## config.mk

```make
export PLATFORM = sky130hd
export DESIGN_NAME = lowpwr_pin_sequencer
export DESIGN_NICKNAME = d
export VERILOG_FILES = /design/src/rtl/sleepseq_pkg.sv /design/src/rtl/seq_gap_timer.sv /design/src/rtl/seq_req_arbiter.sv /design/src/rtl/seq_pin_fsm.sv /design/src/rtl/lowpwr_pin_sequencer.sv
export SDC_FILE = /design/constraint.sdc
export NUM_CORES = 1
export LEC_CHECK = 0
export ABC_AREA = 1
export CORE_MARGIN = 4
export CORE_UTILIZATION = 42
export DETAILED_ROUTE_END_ITERATION = 12
export GPL_ROUTABILITY_DRIVEN = 0
export GPL_TIMING_DRIVEN = 0
export PLACE_DENSITY_LB_ADDON = 0.08
export SLEW_MARGIN = 20
export SYNTH_ARGS = -nofsm -noshare
export SYNTH_HDL_FRONTEND = slang
export SYNTH_HIERARCHICAL = 1
export SYNTH_SLANG_ARGS = --single-unit
```

## constraint.sdc

```tcl
create_clock -name clk -period 2.74 [get_ports clk]
set_input_delay 0.411 -clock clk [delete_from_list [all_inputs] [get_ports clk]]
set_output_delay 0.411 -clock clk [all_outputs]
set_load 0.01 [all_outputs]
```

## src/rtl/sleepseq_pkg.sv

```systemverilog
package sleepseq_pkg;

  typedef enum logic [3:0] {
    ST_NORMAL,
    ST_STOPGNT,
    ST_SLEEP,
    ST_DEEP,
    ST_SLP_WAIT,
    ST_WK_SLP,
    ST_WK_GAP,
    ST_RST_ASSERT,
    ST_RST_HOLD
  } seq_state_e;

  typedef enum logic [2:0] {
    CMD_NONE,
    CMD_STOPGNT,
    CMD_SLEEP,
    CMD_DEEP,
    CMD_WAKE,
    CMD_RESET
  } seq_cmd_e;

  typedef struct packed {
    logic clk_stop_n;
    logic sleep_n;
    logic deep_n;
    logic cpu_rst_n;
  } pin_set_t;

  // Clock edges strictly longer than gap_us at clk_hz.
  function automatic int unsigned rst_gap_cycles(input longint unsigned clk_hz,
                                                 input longint unsigned gap_us);
    longint unsigned whole;
    whole = (clk_hz * gap_us) / 64'd1_000_000;
    return int'(whole) + 1;
  endfunction

  // Bits needed to hold any value 0..maxv.
  function automatic int unsigned cnt_width(input int unsigned maxv);
    if (maxv < 2) return 1;
    return $clog2(maxv + 1);
  endfunction

  function automatic logic is_busy(input seq_state_e s);
    return (s == ST_SLP_WAIT) || (s == ST_WK_SLP) || (s == ST_WK_GAP) ||
           (s == ST_RST_ASSERT) || (s == ST_RST_HOLD);
  endfunction

endpackage

```

## src/rtl/seq_gap_timer.sv

```systemverilog
module seq_gap_timer #(
  parameter int unsigned W = 4
) (
  input  logic         clk,
  input  logic         rst_n,
  input  logic         load,
  input  logic [W-1:0] load_val,
  output logic         expired
);

  logic [W-1:0] cnt_q;

  always_ff @(posedge clk or negedge rst_n) begin
    if (!rst_n) begin
      cnt_q <= '0;
    end else if (load) begin
      cnt_q <= load_val;
    end else if (cnt_q != '0) begin
      cnt_q <= cnt_q - 1'b1;
    end
  end

  assign expired = (cnt_q == '0);

endmodule

```

## src/rtl/seq_req_arbiter.sv

```systemverilog
module seq_req_arbiter
  import sleepseq_pkg::*;
(
  input  seq_state_e state,
  input  logic       req_stop_grant,
  input  logic       req_sleep,
  input  logic       req_deep_sleep,
  input  logic       req_wake,
  input  logic       req_cpu_reset,
  input  logic       brk_evt_n,
  output seq_cmd_e   cmd
);

  logic in_reset;
  logic wake_any;

  always_comb begin
    in_reset = (state == ST_RST_ASSERT) || (state == ST_RST_HOLD);
    wake_any = req_wake || ((state == ST_STOPGNT) && !brk_evt_n);
    cmd      = CMD_NONE;
    if (req_cpu_reset && !in_reset) begin
      cmd = CMD_RESET;
    end else if (!is_busy(state)) begin
      if (wake_any && (state != ST_NORMAL)) begin
        cmd = CMD_WAKE;
      end else if (req_stop_grant && (state == ST_NORMAL)) begin
        cmd = CMD_STOPGNT;
      end else if (req_sleep && (state == ST_STOPGNT)) begin
        cmd = CMD_SLEEP;
      end else if (req_deep_sleep && (state == ST_SLEEP)) begin
        cmd = CMD_DEEP;
      end
    end
  end

endmodule

```

## src/rtl/seq_pin_fsm.sv

```systemverilog
module seq_pin_fsm
  import sleepseq_pkg::*;
(
  input  logic       clk,
  input  logic       rst_n,
  input  seq_cmd_e   cmd,
  input  logic       bus_idle,
  input  logic       req_cpu_reset,
  input  logic       slp_gap_done,
  input  logic       rst_gap_done,
  output seq_state_e state,
  output pin_set_t   pins,
  output logic       done,
  output logic       slp_gap_load,
  output logic       rst_gap_load
);

  seq_state_e state_q;
  pin_set_t   pins_q;
  logic       done_q;

  always_ff @(posedge clk or negedge rst_n) begin
    if (!rst_n) begin
      state_q <= ST_NORMAL;
      pins_q  <= '{clk_stop_n: 1'b1, sleep_n: 1'b1, deep_n: 1'b1, cpu_rst_n: 1'b1};
      done_q  <= 1'b0;
    end else begin
      done_q <= 1'b0;
      if (cmd == CMD_RESET) begin
        pins_q.cpu_rst_n <= 1'b0;
        state_q          <= ST_RST_ASSERT;
      end else begin
        case (state_q)
          ST_NORMAL: begin
            if (cmd == CMD_STOPGNT) begin
              pins_q.clk_stop_n <= 1'b0;
              state_q           <= ST_STOPGNT;
              done_q            <= 1'b1;
            end
          end
          ST_STOPGNT: begin
            if (cmd == CMD_WAKE) begin
              pins_q.clk_stop_n <= 1'b1;
              state_q           <= ST_NORMAL;
              done_q            <= 1'b1;
            end else if (cmd == CMD_SLEEP) begin
              if (bus_idle) begin
                pins_q.sleep_n <= 1'b0;
                state_q        <= ST_SLEEP;
                done_q         <= 1'b1;
              end else begin
                state_q <= ST_SLP_WAIT;
              end
            end
          end
          ST_SLP_WAIT: begin
            if (bus_idle) begin
              pins_q.sleep_n <= 1'b0;
              state_q        <= ST_SLEEP;
              done_q         <= 1'b1;
            end
          end
          ST_SLEEP: begin
            if (cmd == CMD_DEEP) begin
              pins_q.deep_n <= 1'b0;
              state_q       <= ST_DEEP;
              done_q        <= 1'b1;
            end else if (cmd == CMD_WAKE) begin
              pins_q.sleep_n <= 1'b1;
              state_q        <= ST_WK_GAP;
            end
          end
          ST_DEEP: begin
            if (cmd == CMD_WAKE) begin
              pins_q.deep_n <= 1'b1;
              state_q       <= ST_WK_SLP;
            end
          end
          ST_WK_SLP: begin
            pins_q.sleep_n <= 1'b1;
            state_q        <= ST_WK_GAP;
          end
          ST_WK_GAP: begin
            if (slp_gap_done) begin
              pins_q.clk_stop_n <= 1'b1;
              state_q           <= ST_NORMAL;
              done_q            <= 1'b1;
            end
          end
          ST_RST_ASSERT: begin
            pins_q.clk_stop_n <= 1'b1;
            pins_q.sleep_n    <= 1'b1;
            pins_q.deep_n     <= 1'b1;
            state_q           <= ST_RST_HOLD;
          end
          ST_RST_HOLD: begin
            if (rst_gap_done && !req_cpu_reset) begin
              pins_q.cpu_rst_n <= 1'b1;
              state_q          <= ST_NORMAL;
              done_q           <= 1'b1;
            end
          end
          default: state_q <= ST_NORMAL;
        endcase
      end
    end
  end

  // Timers are armed on the same edge that releases the line they time from.
  assign slp_gap_load = (state_q == ST_WK_SLP) ||
                        ((state_q == ST_SLEEP) && (cmd == CMD_WAKE));
  assign rst_gap_load = (state_q == ST_RST_ASSERT);
  assign state        = state_q;
  assign pins         = pins_q;
  assign done         = done_q;

endmodule

```

## src/rtl/lowpwr_pin_sequencer.sv

```systemverilog
module lowpwr_pin_sequencer
  import sleepseq_pkg::*;
#(
  parameter int unsigned CLK_HZ       = 100_000_000,
  parameter int unsigned RESET_GAP_US = 480,
  parameter int unsigned SLP_GAP_CLKS = 10
) (
  input  logic clk,
  input  logic rst_n,
  input  logic req_stop_grant,
  input  logic req_sleep,
  input  logic req_deep_sleep,
  input  logic req_wake,
  input  logic req_cpu_reset,
  input  logic brk_evt_n,
  input  logic bus_idle,
  output logic clk_stop_n,
  output logic sleep_n,
  output logic deep_sleep_n,
  output logic cpu_reset_n,
  output logic busy,
  output logic seq_done
);

  localparam int unsigned RST_GAP_CYC = rst_gap_cycles(longint'(CLK_HZ), longint'(RESET_GAP_US));
  localparam int unsigned RST_W       = cnt_width(RST_GAP_CYC);
  localparam int unsigned SLP_W       = cnt_width(SLP_GAP_CLKS);
  localparam logic [RST_W-1:0] RST_LOAD = RST_W'(RST_GAP_CYC - 1);
  localparam logic [SLP_W-1:0] SLP_LOAD = SLP_W'(SLP_GAP_CLKS - 1);

  seq_state_e fsm_state;
  seq_cmd_e   arb_cmd;
  pin_set_t   pin_bus;
  logic       slp_gap_done;
  logic       rst_gap_done;
  logic       slp_gap_load;
  logic       rst_gap_load;
  logic       done_evt;

  seq_req_arbiter u_arb (
    .state          (fsm_state),
    .req_stop_grant (req_stop_grant),
    .req_sleep      (req_sleep),
    .req_deep_sleep (req_deep_sleep),
    .req_wake       (req_wake),
    .req_cpu_reset  (req_cpu_reset),
    .brk_evt_n      (brk_evt_n),
    .cmd            (arb_cmd)
  );

  seq_pin_fsm u_fsm (
    .clk           (clk),
    .rst_n         (rst_n),
    .cmd           (arb_cmd),
    .bus_idle      (bus_idle),
    .req_cpu_reset (req_cpu_reset),
    .slp_gap_done  (slp_gap_done),
    .rst_gap_done  (rst_gap_done),
    .state         (fsm_state),
    .pins          (pin_bus),
    .done          (done_evt),
    .slp_gap_load  (slp_gap_load),
    .rst_gap_load  (rst_gap_load)
  );

  seq_gap_timer #(.W(SLP_W)) u_slp_gap (
    .clk      (clk),
    .rst_n    (rst_n),
    .load     (slp_gap_load),
    .load_val (SLP_LOAD),
    .expired  (slp_gap_done)
  );

  seq_gap_timer #(.W(RST_W)) u_rst_gap (
    .clk      (clk),
    .rst_n    (rst_n),
    .load     (rst_gap_load),
    .load_val (RST_LOAD),
    .expired  (rst_gap_done)
  );

  assign clk_stop_n   = pin_bus.clk_stop_n;
  assign sleep_n      = pin_bus.sleep_n;
  assign deep_sleep_n = pin_bus.deep_n;
  assign cpu_reset_n  = pin_bus.cpu_rst_n;
  assign busy         = is_busy(fsm_state);
  assign seq_done     = done_evt;

endmodule

```

# After elaboration in Yosys (flattened, before gate mapping)
# Cells that the tools add are included.
word_totals:
  ff_bits: 29
  in_bits: 9
  word_cells: 122
op_classes:
  addsub: 2
  eq_ne: 29
  mux: 45
  bitwise_logic: 1
  n_reduce_logical: 37
op_table:
  columns: ["operator", "n"]
  rows:
  - ["2-to-1 mux 4 bit", 12]
  - ["one-hot mux 4 bit (9 select lines)", 1]
  - ["2-to-1 mux 16 bit", 2]
  - ["2-to-1 mux 1 bit", 19]
  - ["2-to-1 mux 3 bit", 6]
  - ["== test 4 x 3 -> 1 bit (second input constant)", 4]
  - ["zero test 16 bit", 1]
  - ["nonzero test 16 bit", 1]
  - ["nonzero test 4 bit", 4]
  - ["subtractor 16 x 1 -> 16 bit (second input constant)", 1]
  - ["inequality test 2 x 1 -> 1 bit (second input constant)", 6]
  - ["inequality test 3 x 1 -> 1 bit (second input constant)", 3]
  - ["== test 4 x 2 -> 1 bit (second input constant)", 2]
  - ["logical AND 1 bit", 8]
  - ["zero test 4 bit", 2]
  - ["inequality test 4 x 1 -> 1 bit (second input constant)", 2]
  - ["one-hot mux 1 bit (4 select lines)", 2]
  - ["nonzero test 2 bit", 4]
  - ["logical OR 1 bit", 7]
  - ["AND reduction 7 bit", 1]
  - ["== test 3 x 2 -> 1 bit (second input constant)", 2]
  - ["== test 3 bit (second input constant)", 2]
  - ["inequality test 2 bit (second input constant)", 3]
  - ["inequality test 3 x 2 -> 1 bit (second input constant)", 2]
  - ["other kinds (15)", 17]

# Logic depth before layout (Yosys ltp)
# Gate-level depths: netlist of run 1.
depth:
  ltp_word: 13
  ltp_mapped: 15
  ltp_nobuf: 15

# Modules after synthesis
# Netlist of run 1, hierarchy kept.
modules_own_cells:
  columns: ["module", "instances", "cells_per_inst", "area_per_inst_um2", "seq_area_each_um2"]
  rows:
  - ["seq_gap_timer (u_rst_gap)", 1, 167, 1184.9, 400.4]
  - ["seq_pin_fsm", 1, 136, 793.3, 230.2]
  - ["seq_gap_timer (u_slp_gap)", 1, 34, 242.7, 100.1]
  - ["seq_req_arbiter", 1, 31, 158.9, 0.0]
  - ["lowpwr_pin_sequencer", 1, 8, 30.0, 0.0]

# Worst setup path after synthesis of run 1
# No wires, ideal clock.
synth_path:
  path_type: "register to register"
  from: "register u_fsm.state_q[0], in the netlist u_fsm/state[0]"
  to: "register u_slp_gap.cnt_q[3]"
  arrival_time_ns: 1.983
  required_ns: 2.623
  path_slack_ns: 0.640
  path_stages_with_launch: 16
  period_less_slack_ns: 2.100
  path_cell_list: "dfrtp_1 inv_2 nor2_2 nand3_2 nand2_2 nand2_2 nand2_1 nand2_1 inv_1 nand3_1 o21ai_0 inv_1 nand2_1 inv_1 nand2_1 nand2_1"
synth_between:
  elab_chain_cells: 12
synth_lines:
  columns: ["element", "line", "text"]
  rows:
  - ["from (decl)", "seq_pin_fsm.sv:18", "seq_state_e state_q;"]
  - ["from (signal assigned)", "seq_pin_fsm.sv:24", "state_q <= ST_NORMAL;"]
  - ["from (signal assigned)", "seq_pin_fsm.sv:31", "state_q <= ST_RST_ASSERT;"]
  - ["from (signal assigned)", "seq_pin_fsm.sv:37", "state_q <= ST_STOPGNT;"]
  - ["== test 4 x 2 -> 1 bit", "seq_req_arbiter.sv:30", "end else if (req_deep_sleep && (state == ST_SLEEP)) begin"]
  - ["logical AND 1 bit", "seq_req_arbiter.sv:30", null]
  - ["2-to-1 mux 2 bit", "seq_req_arbiter.sv:30", null]
  - ["2-to-1 mux 3 bit", "seq_req_arbiter.sv:28", "end else if (req_sleep && (state == ST_STOPGNT)) begin"]
  - ["2-to-1 mux 3 bit", "seq_req_arbiter.sv:26", "end else if (req_stop_grant && (state == ST_NORMAL)) begin"]
  - ["2-to-1 mux 3 bit", "seq_req_arbiter.sv:24", "if (wake_any && (state != ST_NORMAL)) begin"]
  - ["2-to-1 mux 3 bit", "seq_req_arbiter.sv:23", "end else if (!is_busy(state)) begin"]
  - ["2-to-1 mux 3 bit (*)", "seq_req_arbiter.sv:21", "if (req_cpu_reset && !in_reset) begin"]
  - ["net arb_cmd[0]", "lowpwr_pin_sequencer.sv:32", "seq_cmd_e arb_cmd;"]
  - ["== test 3 bit (*)", "seq_pin_fsm.sv:111", "((state_q == ST_SLEEP) && (cmd == CMD_WAKE));"]
  - ["logical AND 1 bit (*)", "seq_pin_fsm.sv:111", null]
  - ["logical OR 1 bit (*)", "seq_pin_fsm.sv:110", "assign slp_gap_load = (state_q == ST_WK_SLP) ||"]
  - ["net slp_gap_load", "lowpwr_pin_sequencer.sv:36", "logic slp_gap_load;"]
  - ["2-to-1 mux 4 bit or nonzero test 2 bit (tied branches)", null, null]
  - ["to (signal assigned)", "seq_gap_timer.sv:17", "cnt_q <= load_val;"]
  - ["to (signal assigned)", "seq_gap_timer.sv:19", "cnt_q <= cnt_q - 1'b1;"]
  - ["to (decl)", "seq_gap_timer.sv:11", "logic [W-1:0] cnt_q;"]
# Mark *: on every way through the listed nets, which the timed path passes. The rest lies on a longest branch.
# A chain may end at the register's enable or synchronous reset.

# Final worst setup path of run 1
# Same ends and word-level chain as after synthesis.

==> qor.yml, run 1 <==
finish.net_count: 426
reg2reg_from: "u_fsm/state[0]"
cts_setup_buffers: 0
r2r_worst_path_depth: 15
post_synth_fa_ha_maj_area_fraction: 0.0104
drt_pre_antenna_iters: 4
slowest_delay_ns: 0.59
cellPowerDensity_nw_per_um2: 397
synth_compound_gate_area_share: 0.0680
die_height_um: 83.7
fin_setup_tns_ns: 0
drt-total-wl_um: 5190
dp_hpwl_um: 3930
groute.usage.overall: 0.155
setup_viol: 0
power.share.switching: 0.261
path_clk_slew_ns: 0.07
timing.critical_path.cells: "inv_2, nor2_2, nand3_2, nand2_2, nand2_2, nand2_1, nand2_1, inv_1, nand3_1, o21ai_1, inv_1, nand2_1, inv_1, nand2_1, nand2_1"
yosys.area_share.xor_xnor: 0.0218
top_level_ports: 15
cellInternalPower_mw: 0.828
insertion_delay_ns: 0.28
core_area_um2: 5540
ys_top_cells_by_area: "dfrtp_1 (26%), nand2_1 (20%), inv_1 (7.8%)"
cts_num_sinks: 29
detailedRoute.firstIterationViolations: 214
hold_viol: 0
post_drt_wl_per_cell_um: 10.6
main_combinational_cell_family_by_area_after_synthesis: "simple AND/OR/NAND/NOR gates"
ir_worst_vdd_mv: 0.383
floorplan.initialDensity: 0.435
power.static_leakage_nw: 1.46
yosysTopAreaCell: "dfrtp_1"
grt_remaining_overflow: 0
critPathMaxFanout: 10
first_global_vias: 2047
worstHoldPathType: "in -> async"
synth.area.mux_share: 0
worst_ep_arrival_time_ns: 2.51
grt_setup_unrepaired: "no"
switching_power_mw: 0.292
synth.yosys.seq_area_share: 0.303
num_vias: 2275
fmax_mhz: 427
comb_power_share: 0.152
worst_reg2reg_endpoint: "u_slp_gap/cnt_q[3]"
global_route_wire_length_before_repair_um: 9140
crit_type: "reg -> reg"
final.period_utilization: 0.855
skew_ns: 0.0132
timing.hold.ws_ns: 0.156
mostFrequentLayoutCells: "nand2_1 (127), inv_1 (50), nor2_1 (43), nand3_1 (34), dfrtp_1 (25)"
worstPathRequired_ns: 2.91
worst-r2r-setup-slack_ns: 0.40
critPathCaptureType: "flip-flop"
average_vias_per_placed_instance: 4.66
synth_simple_gate_area_share: 0.502
port_buffers: 14
antenna_violating_nets_post_route: 0
clockPowerShare: 0.418
ctsHtreeMaxLevel: 2
yosysUniqueCellTypes: 31
report.final.slew_viol_count: 0
tritoncts: "built"
antenna_found_initial: 0
utilization: 0.509
antenna_diode_count: 0
synth-seq-cells: 29
cpMaxStageDelayCell: "dfrtp_1"
worst-slew-pin-transition_ns: 0.666
synthToLayoutAreaGrowth_pct: 17.1
post_synthesis_mean_instance_area_um2: 6.41
layout_commonest_cell: "nand2_1"
max_cap_viol_count: 0
grt_start_max_net_pins: 30
dieArea_um2: 7010
num_rows: 27
synth_area_um2: 2410
yosysTopAreaCellShare: 0.260
ctsRootBufferMaster: "clkbuf_8"
drc: 0
run_status: "completed"
period_minus_slack_ns: 2.34
clock_path_buffers: 2
crit_path_frequent_cell: "nand2_1"
synthesis.instances: 376
cts_made_buffers: 5
share_seq_of_total_power: 0.430
layout-drive-gt1-share: 0.144
fp.dieW_um: 83.7
synth_warnings: 6
timing.max_slew.rel_slack: 0.556
setup.worst_path.start_class: "flip-flop"
cell families (layout without fill, tap and decap cells):
logic type                 Yosys count  count (layout)
AOI/OAI and AO/OA                   28              28
and+or+nand+nor                    253             253
adders and majority gates            2               2
other                                2              20
xor gates and xnor gates             6               6
DFF                                 29              29
buffers and inverters               56              78
critical path, delay by kind of cell, from the launching register on:
kind / cells / cell delay [ns]
AOI/OAI and AO/OA: 1 / 0.44
buffers and inverters: 4 / 0.34
DFF: 1 / 0.59
and+or+nand+nor: 10 / 0.88
worst max-delay path by stage:
stage	startpoint	endpoint	slack [ns]	depth (start not counted)
6_report	u_fsm/state[0]	u_slp_gap/cnt_q[3]	0.40	15
5_1_grt	u_fsm/state[0]	u_slp_gap/cnt_q[3]	0.08	15
4_1_cts	u_fsm/state[0]	u_slp_gap/cnt_q[3]	0.15	15
3_5_place_dp	req_cpu_reset	u_slp_gap/cnt_q[3]	0.03	12
3_3_place_gp	req_cpu_reset	u_slp_gap/cnt_q[3]	0.03	12
2_1_floorplan	u_fsm/state[0]	u_slp_gap/cnt_q[3]	0.64	15
flip-flops by register name, indices dropped and copies added (netlist names):
name and flops:
u_fsm/pins 4, u_slp_gap/cnt_q 4, u_rst_gap/cnt_q 16, u_fsm/state 4
u_fsm/done 1
routing by layer:
metal  up-vias  routed length (um)  GRT usage
met3         2                 213     0.0296
met2        44                2240      0.231
met5         -                   0          0
met1      1005                2700      0.231
li1       1224                   -          -
met4         0                  29     0.0351
layout make-up:
class	instances	area (um^2)
well taps	72	90.1
fillers	559	2720
clock inverters	2	37.5
repair buffers	14	135
clock buffers	6	82.6
flip-flops and latches	29	731
plain buffers	3	21.3
inverters	53	199
multi-input cells	309	1530
synth_stat cells:
master	count
clkinv_1	1
nor2_4	6
o21bai_2	3
dfrtp_1	25
buf_2	2
nand2_4	1
ha_1	2
inv_1	50
nor3_1	1
inv_2	2
buf_6	1
a21oi_1	4
nor2_2	14
nor2_8	1
dfstp_2	4
a21boi_1	1
nand2_2	9
nand3_4	2
nand3b_1	5
conb_1	2
xnor2_1	3
nand2_1	127
nand3_1	34
nor2_1	43
o21a_1	1
xor2_1	3
nand3_2	5
o21ai_0	16
or2_2	1
nand4_1	4
o21ai_1	3
through the flow:
stage	power, mW	setup slack [ns]	instance area [um^2]	cells
after global routing	1.20	0.0810	2820	488
after global placement	0.657	0.0308	2710	480
after detailed placement	0.662	0.0323	2700	480
after floorplan	0.616	0.640	2480	394
after CTS	1.14	0.149	2820	488
final	1.12	0.398	2820	488
power groups by stage:
stage,Clock (mW),Combinational (mW),Sequential [mW]
finish,0.469,0.170,0.482
detailed placement,0,0.173,0.489
CTS,0.483,0.172,0.482
global placement,0,0.169,0.488
global route,0.502,0.207,0.487
floorplan,0,0.131,0.485
what timing repair did:
action,in CTS,in global routing
resized for setup,0,1
hold buffers,0,0
setup endpoints to repair,0,4
Power figures use the tool's default switching activity.
==> inputs of run 2 (changes only) <==
Settings changed: CAP_MARGIN set to 30, CORE_UTILIZATION 42 to 60.
==> qor.yml, run 2 (synthesized netlist as in run 1, its figures left out) <==
synthToLayoutAreaGrowth_pct: 14.3
cts_made_buffers: 5
largest_register_ffs: 16
dp_hpwl_um: 3900
core_area_um2: 3770
skew_ns: 0.00956
drt-total-wl_um: 5190
antenna_diode_count: 0
antenna_found_initial: 0
timing.max_slew.rel_slack: 0.548
average_vias_per_placed_instance: 5.10
number_of_placed_instances_with_taps_included: 456
crit_type: "reg -> reg"
comb_power_share: 0.171
post_drt_wl_per_cell_um: 11.2
critPathCaptureType: "flip-flop"
die_height_um: 71.4
detailedRoute.firstIterationViolations: 137
power.share.switching: 0.288
worstHoldPathType: "in -> async"
worst-slew-pin-transition_ns: 0.678
switching_power_mw: 0.287
antenna_violating_nets_post_route: 0
cellPowerDensity_nw_per_um2: 361
grt_setup_unrepaired: "no"
insertion_delay_ns: 0.29
fp.dieW_um: 71.4
grt_start_max_net_pins: 30
max_cap_viol_count: 0
run_status: "completed"
port_buffers: 14
num_rows: 22
layout_commonest_cell: "nand2_1"
ctsHtreeMaxLevel: 2
grt_remaining_overflow: 0
cts_num_sinks: 29
critPathMaxFanout: 10
drt_pre_antenna_iters: 5
timing.critical_path.cells: "inv_2, nor2_2, nand3_2, nand2_2, nand2_2, nand2_1, nand2_1, inv_1, nand3_1, o21ai_1, inv_1, nand2_1, inv_1, nand2_1, nand2_1"
power.static_leakage_nw: 1.44
tritoncts: "built"
global_route_wire_length_before_repair_um: 9170
setup_viol: 0
finish.cell_count_without_fillers: 464
ir_worst_vdd_mv: 0.477
share_seq_of_total_power: 0.484
drc: 0
ctsRootBufferMaster: "clkbuf_8"
floorplan.initialDensity: 0.639
path_clk_slew_ns: 0.07
final.period_utilization: 0.851
first_global_vias: 2111
finish.net_count: 426
slowest_delay_ns: 0.59
cellInternalPower_mw: 0.709
num_vias: 2368
cts_setup_buffers: 0
clockPowerShare: 0.345
clock_path_buffers: 2
fmax_mhz: 429
hold_viol: 0
groute.usage.overall: 0.223
worstPathRequired_ns: 2.92
report.final.slew_viol_count: 0
mostFrequentLayoutCells: "nand2_1 (127), inv_1 (50), nor2_1 (43), nand3_1 (34), dfrtp_1 (25)"
worst_ep_arrival_time_ns: 2.51
crit_path_frequent_cell: "nand2_1"
top_level_ports: 15
dieArea_um2: 5090
setup.worst_path.start_class: "flip-flop"
registers.top_by_ff_count: "u_rst_gap/cnt_q"
layout-drive-gt1-share: 0.142
period_minus_slack_ns: 2.33
fin_setup_tns_ns: 0
cpMaxStageDelayCell: "dfrtp_1"
placed_cell_area_um2: 2670
finalInstanceArea_um2: 2760
-- run 2: layout make-up --
cell class              instances  area, um^2
clock buffers                   6        72.6
inverters                      53         199
flip-flops and latches         29         731
repair buffers                 14         135
well taps                      48        60.1
clock inverters                 2        10.0
fillers                       319        1020
multi-input cells             309        1530
plain buffers                   3        21.3
-- run 2: what timing repair did --
item / 4_1_cts / 5_1_grt
resized for setup: 0 / 1
setup endpoints to repair: 0 / 4
hold buffers: 0 / 0
-- run 2: power groups by stage --
stage	clock (mW)	sequential [mW]	combinational [mW]
after floorplan	0	0.485	0.131
after global placement	0	0.488	0.167
after detailed placement	0	0.490	0.171
after CTS	0.354	0.482	0.173
after global routing	0.380	0.487	0.202
final	0.343	0.482	0.170
-- run 2: worst paths after layout --
check / endpoint / slack, ns / cells past startpoint / from
min in group clk: u_fsm/pins[2] / 0.46 / 2 / u_fsm/pins[2]
hold / removal: u_rst_gap/cnt_q[11] / 0.16 / 1 / rst_n
setup reg to reg: u_slp_gap/cnt_q[3] / 0.41 / 15 / u_fsm/state[0]
setup / recovery: u_slp_gap/cnt_q[3] / 0.41 / 15 / u_fsm/state[0]
hold reg to reg: u_fsm/pins[2] / 0.46 / 2 / u_fsm/pins[2]
max in group asynchronous: u_slp_gap/cnt_q[2] / 2.14 / 1 / rst_n
-- run 2: through the flow --
step / setup slack [ns] / hold slack [ns] / utilization / total power, mW
after floorplan: 0.640 / 0.115 / - / 0.616
after global placement: 0.0888 / 0.452 / 0.710 / 0.655
after detailed placement: 0.0933 / 0.459 / 0.709 / 0.660
after CTS: 0.201 / 0.187 / 0.731 / 1.01
after global routing: 0.0852 / 0.215 / 0.731 / 1.07
final: 0.410 / 0.161 / 0.731 / 0.996
-- run 2: layer usage --
layer / vias up / part of all wire / track usage
li1: 1223 / - / -
met1: 1073 / 0.48 / 0.308
met2: 66 / 0.45 / 0.346
met3: 6 / 0.062 / 0.0477
met4: 0 / 0.011 / 0.0772
met5: - / 0 / 0
-- run 2: critical path, delay by kind of cell, from the launching register on --
kind,cells,cell delay (ns)
AO/OA/AOI/OAI,1,0.44
flip-flops,1,0.59
AND/OR/NAND/NOR,10,0.82
buffers and inverters,4,0.35
